### src/rtl/strcopy_pkg.sv
package strcopy_pkg;

  localparam int SEG_W     = 16;
  localparam int OFF_W     = 16;
  localparam int SEG_SHIFT = 4;
  localparam int PA_W      = SEG_W + SEG_SHIFT;

  typedef enum logic [1:0] {
    ST_IDLE = 2'd0,
    ST_RD   = 2'd1,
    ST_WR   = 2'd2,
    ST_DONE = 2'd3
  } cp_state_t;

  // segment * 16 + offset, carry out of the top bit dropped
  function automatic logic [PA_W-1:0] form_phys(input logic [SEG_W-1:0] seg,
                                                input logic [OFF_W-1:0] off);
    logic [PA_W-1:0] base;
    logic [PA_W-1:0] disp;
    base = {seg, {SEG_SHIFT{1'b0}}};
    disp = {{(PA_W-OFF_W){1'b0}}, off};
    return base + disp;
  endfunction

  function automatic logic [2:0] elem_bytes(input logic [1:0] code);
    case (code)
      2'b00:   return 3'd1;
      2'b01:   return 3'd2;
      default: return 3'd4;
    endcase
  endfunction

  // offset after one element, modulo 2^OFF_W
  function automatic logic [OFF_W-1:0] step_off(input logic [OFF_W-1:0] off,
                                                input logic [1:0] code,
                                                input logic down);
    logic [OFF_W-1:0] s;
    s = {{(OFF_W-3){1'b0}}, elem_bytes(code)};
    return down ? (off - s) : (off + s);
  endfunction

endpackage

### src/rtl/strcopy_fsm.sv
module strcopy_fsm
  import strcopy_pkg::*;
(
  input  logic clk,
  input  logic rst_n,
  input  logic start,
  input  logic count_is_zero,
  input  logic last_elem,
  input  logic mem_ack,
  output logic accept,
  output logic capture,
  output logic elem_done,
  output logic rd_req,
  output logic wr_req,
  output logic busy,
  output logic done
);

  cp_state_t state_q, state_d;

  assign rd_req    = (state_q == ST_RD);
  assign wr_req    = (state_q == ST_WR);
  assign busy      = rd_req | wr_req;
  assign done      = (state_q == ST_DONE);
  assign accept    = start & ~busy;
  assign capture   = rd_req & mem_ack;
  assign elem_done = wr_req & mem_ack;

  always_comb begin
    state_d = state_q;
    case (state_q)
      ST_IDLE, ST_DONE: begin
        if (accept) state_d = count_is_zero ? ST_DONE : ST_RD;
        else        state_d = ST_IDLE;
      end
      ST_RD: if (mem_ack) state_d = ST_WR;
      ST_WR: if (mem_ack) state_d = last_elem ? ST_DONE : ST_RD;
      default: state_d = ST_IDLE;
    endcase
  end

  always_ff @(posedge clk) begin
    if (!rst_n) state_q <= ST_IDLE;
    else        state_q <= state_d;
  end

endmodule

### src/rtl/strcopy_ptrs.sv
module strcopy_ptrs
  import strcopy_pkg::*;
#(
  parameter int CNT_W = 16
) (
  input  logic             clk,
  input  logic             rst_n,
  input  logic             load,
  input  logic             elem_done,
  input  logic [SEG_W-1:0] src_seg_in,
  input  logic [OFF_W-1:0] src_off_in,
  input  logic [SEG_W-1:0] dst_seg_in,
  input  logic [OFF_W-1:0] dst_off_in,
  input  logic [CNT_W-1:0] count_in,
  input  logic [1:0]       size_in,
  input  logic             dir_in,
  output logic [SEG_W-1:0] src_seg_q,
  output logic [SEG_W-1:0] dst_seg_q,
  output logic [OFF_W-1:0] src_off_q,
  output logic [OFF_W-1:0] dst_off_q,
  output logic [CNT_W-1:0] count_q,
  output logic [1:0]       size_q,
  output logic             dir_q,
  output logic             last_elem
);

  localparam logic [CNT_W-1:0] CNT_ONE = {{(CNT_W-1){1'b0}}, 1'b1};

  assign last_elem = (count_q == CNT_ONE);

  always_ff @(posedge clk) begin
    if (!rst_n) begin
      src_seg_q <= '0;
      dst_seg_q <= '0;
      src_off_q <= '0;
      dst_off_q <= '0;
      count_q   <= '0;
      size_q    <= '0;
      dir_q     <= 1'b0;
    end else if (load) begin
      src_seg_q <= src_seg_in;
      dst_seg_q <= dst_seg_in;
      src_off_q <= src_off_in;
      dst_off_q <= dst_off_in;
      count_q   <= count_in;
      size_q    <= size_in;
      dir_q     <= dir_in;
    end else if (elem_done) begin
      src_off_q <= step_off(src_off_q, size_q, dir_q);
      dst_off_q <= step_off(dst_off_q, size_q, dir_q);
      count_q   <= count_q - CNT_ONE;
    end
  end

endmodule

### src/rtl/strcopy_addr.sv
module strcopy_addr
  import strcopy_pkg::*;
(
  input  logic             wr_phase,
  input  logic [SEG_W-1:0] src_seg,
  input  logic [OFF_W-1:0] src_off,
  input  logic [SEG_W-1:0] dst_seg,
  input  logic [OFF_W-1:0] dst_off,
  input  logic [1:0]       size_code,
  output logic [PA_W-1:0]  src_phys,
  output logic [PA_W-1:0]  dst_phys,
  output logic [PA_W-1:0]  mem_addr,
  output logic [2:0]       mem_bytes
);

  assign src_phys  = form_phys(src_seg, src_off);
  assign dst_phys  = form_phys(dst_seg, dst_off);
  assign mem_addr  = wr_phase ? dst_phys : src_phys;
  assign mem_bytes = elem_bytes(size_code);

endmodule

### src/rtl/strcopy_engine.sv
module strcopy_engine
  import strcopy_pkg::*;
#(
  parameter int CNT_W  = 16,
  parameter int DATA_W = 32
) (
  input  logic              clk,
  input  logic              rst_n,
  input  logic              start,
  input  logic [1:0]        size_code,
  input  logic              dir,
  input  logic [SEG_W-1:0]  src_seg,
  input  logic [OFF_W-1:0]  src_off,
  input  logic [SEG_W-1:0]  dst_seg,
  input  logic [OFF_W-1:0]  dst_off,
  input  logic [CNT_W-1:0]  count_in,
  output logic              busy,
  output logic              done,
  output logic              mem_rd_req,
  output logic              mem_wr_req,
  output logic [PA_W-1:0]   mem_addr,
  output logic [2:0]        mem_bytes,
  output logic [DATA_W-1:0] mem_wdata,
  input  logic [DATA_W-1:0] mem_rdata,
  input  logic              mem_ack,
  output logic [OFF_W-1:0]  cur_src_off,
  output logic [OFF_W-1:0]  cur_dst_off,
  output logic [CNT_W-1:0]  cur_count
);

  // internal events, named for the checker
  logic             accept;
  logic             capture;
  logic             elem_done;
  logic             last_elem;
  logic             count_is_zero;
  logic [SEG_W-1:0] src_seg_q;
  logic [SEG_W-1:0] dst_seg_q;
  logic [1:0]       size_q;
  logic             dir_q;
  logic [PA_W-1:0]  src_phys;
  logic [PA_W-1:0]  dst_phys;
  logic [DATA_W-1:0] data_q;

  assign count_is_zero = (count_in == '0);

  strcopy_fsm u_fsm (
    .clk           (clk),
    .rst_n         (rst_n),
    .start         (start),
    .count_is_zero (count_is_zero),
    .last_elem     (last_elem),
    .mem_ack       (mem_ack),
    .accept        (accept),
    .capture       (capture),
    .elem_done     (elem_done),
    .rd_req        (mem_rd_req),
    .wr_req        (mem_wr_req),
    .busy          (busy),
    .done          (done)
  );

  strcopy_ptrs #(.CNT_W(CNT_W)) u_ptrs (
    .clk        (clk),
    .rst_n      (rst_n),
    .load       (accept),
    .elem_done  (elem_done),
    .src_seg_in (src_seg),
    .src_off_in (src_off),
    .dst_seg_in (dst_seg),
    .dst_off_in (dst_off),
    .count_in   (count_in),
    .size_in    (size_code),
    .dir_in     (dir),
    .src_seg_q  (src_seg_q),
    .dst_seg_q  (dst_seg_q),
    .src_off_q  (cur_src_off),
    .dst_off_q  (cur_dst_off),
    .count_q    (cur_count),
    .size_q     (size_q),
    .dir_q      (dir_q),
    .last_elem  (last_elem)
  );

  strcopy_addr u_addr (
    .wr_phase  (mem_wr_req),
    .src_seg   (src_seg_q),
    .src_off   (cur_src_off),
    .dst_seg   (dst_seg_q),
    .dst_off   (cur_dst_off),
    .size_code (size_q),
    .src_phys  (src_phys),
    .dst_phys  (dst_phys),
    .mem_addr  (mem_addr),
    .mem_bytes (mem_bytes)
  );

  always_ff @(posedge clk) begin
    if (!rst_n)       data_q <= '0;
    else if (capture) data_q <= mem_rdata;
  end

  assign mem_wdata = data_q;

endmodule

### config.mk
export PLATFORM = sky130hd
export DESIGN_NAME = strcopy_engine
export DESIGN_NICKNAME = d
export VERILOG_FILES = /design/src/rtl/strcopy_pkg.sv /design/src/rtl/strcopy_fsm.sv /design/src/rtl/strcopy_ptrs.sv /design/src/rtl/strcopy_addr.sv /design/src/rtl/strcopy_engine.sv
export SDC_FILE = /design/constraint.sdc
export NUM_CORES = 1
export LEC_CHECK = 0
export BUFFER_PORTS_ARGS = -buffer_cell sky130_fd_sc_hd__buf_2
export CORE_MARGIN = 8
export CORE_UTILIZATION = 45
export DETAILED_ROUTE_END_ITERATION = 8
export HOLD_SLACK_MARGIN = 0.12
export PLACE_DENSITY = 0.73
export SLEW_MARGIN = 20
export SYNTH_ARGS = -nofsm -noshare
export SYNTH_HDL_FRONTEND = slang
export SYNTH_HIERARCHICAL = 1
export SYNTH_SLANG_ARGS = --single-unit
### constraint.sdc
create_clock -name clk -period 3.5 [get_ports clk]
set_input_delay 0.175 -clock clk [delete_from_list [all_inputs] [get_ports clk]]
set_output_delay 0.175 -clock clk [all_outputs]
set_load 0.05 [all_outputs]
==> out/metrics.yaml <==
worst_setup_path:
  cp_data_arrival_time_ns: 2.96
  path_cells: "ha_1 > fa_1 > a211oi_1 > o21ai_2 > o2111ai_1 > a21boi_0 > xor2_1 > mux2_4 > buf_2"
  slowest_delay_ns: 0.43
  rr_worst_depth: 13
  cp-start-kind: "register"
  cp.depth: 9
  worst-setup-path-type: "reg2out"
  cp-end-kind: "output port"
  worstPathBufferInverterCount: 1
  crit_fanout: 4
  path_delay_family: "compound AO/OA/AOI/OAI gates"
  critPathRequiredTime_ns: 3.32
  cp_slowest_cell: "fa_1"
power:
  powerDensity_nw_per_um2: 540
  power.leakage_nw: 5.05
  clockPowerShare_pct: 33.0
  combPwrFrac_pct: 39.3
  internal_power_mw: 3.66
  total_power_mw: 6.00
  p_switching_mw: 2.34
  seq_power_share_pct: 27.7
  power.share.switching_pct: 39.0
  ir_drop_mv: 0.417
timing:
  clock.fmax_mhz: 319
  fin_crit_sh_pct: 89.4
  hold_viol: 0
  setup_viol: 0
  tns_ns: 0
  min_period_ns: 3.13
  rsz0062_at_grt: "no"
  holdWs_ns: 0.144
  tightest_slew_ns: 1.01
  slew_violations: 0
  relSlewSlack_pct: 32.9
  finClkSkew_ns: 0.0127
cells_and_area:
  final_cell_mix: "225 x buf_2, 117 x dfxtp_1, 110 x dlygate4sd3_1"
  layout_commonest_cell: "buf_2"
  design_area_um2: 11100
  final_nets: 1436
  finalNonFillerCells: 1500
  drive_above_1_share_pct: 23.9
  fillerInstances: 1515
  area_growth_syn_to_layout_pct: 37.5
floorplanning:
  core-area_um2: 17800
  rows: 49
  die_area_um2: 22500
  initial_utilization_pct: 45.5
  io-pin-count: 226
  chipHeight_um: 150
  die_width_um: 150
run_status:
  status: "complete, no violations"
cts:
  clock-sinks: 117
  numCtsBuffers: 17
  cts_max_path_buffers: 2
  cts_setup_buffers: 0
  clock_latency_ns: 0.41
  tritoncts: "yes"
  htree_levels: 4
  root_buffer: "clkbuf_16"
  clk_pin_slew_worst_paths_ns: 0.06
logic_synthesis:
  syn_avg_cell_area_um2: 8.59
  ys_warn_count: 6
  synth_area_um2: 8080
  syn-instance-count: 941
  synth_fp_nets: 1122
placed_design:
  portBuffers: 225
  placed_cells_incl_taps: 1355
  place.detailed.hpwl_um: 17900
  placedInstanceArea_um2: 9330
  gp_congestion: 0.900
global_route:
  grt_pass1_wl_um: 40900
  grt_max_degree: 74
  grt_overflow: 0
  grt_use_total_pct: 22.5
  first_global_vias: 8072
  antenna_found_initial: 1
routing:
  drt_first_pass_iters: 5
  drc: 0
  dr_wl_met2_um: 12300
  drt_iter0_markers: 421
  wl_um: 25900
  wl_per_cell_um: 17.3
  highest-signal-layer: "met4"
  antenna_left: 0
  vias_per_cell: 5.41
  route.layer.met1.wl_um: 11400
  wl_met3_um: 1790
  vias: 8111
run:
  drv_cap: 0
min_path:
  hold_path.class: "in2reg"
  holdPathStages: 5
[what timing repair did]
| action | 4_1_cts | 5_1_grt |
|---|---|---|
| hold buffers | 110 | 0 |
| resized for setup | 0 | 0 |
| endpoints found under the hold margin | 110 | 0 |
[registers in the layout, indices dropped and copies added (netlist names), 2 cells and up]
register          count
u_ptrs/dst_seg_q     16
mem_wdata            32
u_ptrs/src_seg_q     16
u_fsm/state_q         2
u_ptrs/dst_off_q     16
u_ptrs/size_q         2
u_ptrs/count_q       16
u_ptrs/src_off_q     16
[final cells by class]
type	count	area (um^2)	area share [%]
antenna	3	7.51	0.0676
clock buffer	21	480	4.33
clock inverter	11	194	1.75
inverter	24	90.1	0.811
multi-input combinational	750	5390	48.5
sequential	117	2340	21.1
tap	229	287	2.58
timing repair buffer	345	2310	20.8
[final timing paths]
path / startpoint / slack (ns) / to
worst min register to register: u_ptrs/dst_seg_q[8]$_SDFFE_PN0P_ / 0.50 / u_ptrs/dst_seg_q[8]$_SDFFE_PN0P_
worst min-delay path: dst_off[7] / 0.14 / u_ptrs/dst_off_q[7]$_SDFFE_PN0P_
worst max-delay path: u_ptrs/src_off_q[4]$_SDFFE_PN0P_ / 0.37 / mem_addr[16]
worst max register to register: u_ptrs/size_q[1]$_SDFFE_PN0P_ / 0.39 / u_ptrs/dst_off_q[12]$_SDFFE_PN0P_
[worst min-delay path: stages]
cell	delay (ns)
buf_2	0.08
a21oi_1	0.06
nor2_1	0.08
nor3_1	0.06
nand3b_1	0.07
[power groups by stage]
| stage | clock [mW] | combinational (mW) | sequential (mW) |
|---|---|---|---|
| 6_report | 1.98 | 2.36 | 1.66 |
| 5_1_grt | 2.07 | 2.54 | 1.68 |
| 4_1_cts | 2.02 | 2.34 | 1.66 |
| 3_5_place_dp | 0 | 2.23 | 1.68 |
| 3_3_place_gp | 0 | 2.21 | 1.68 |
| 2_1_floorplan | 0 | 1.40 | 1.98 |
[layer usage]
layer	vias up	track usage [%]
li1	4062	-
met1	3756	27.8
met2	266	37.7
met3	27	5.56
met4	0	7.40
met5	-	0
[per-stage QoR]
stage	setup WS (ns)	utilization, %
global route	0.227	62.4
finish	0.369	62.5
detailed placement	0.469	52.4
CTS	0.370	62.4
floorplan	0.526	-
global placement	0.553	52.4
No activity file was read; power rests on OpenSTA's default activity.
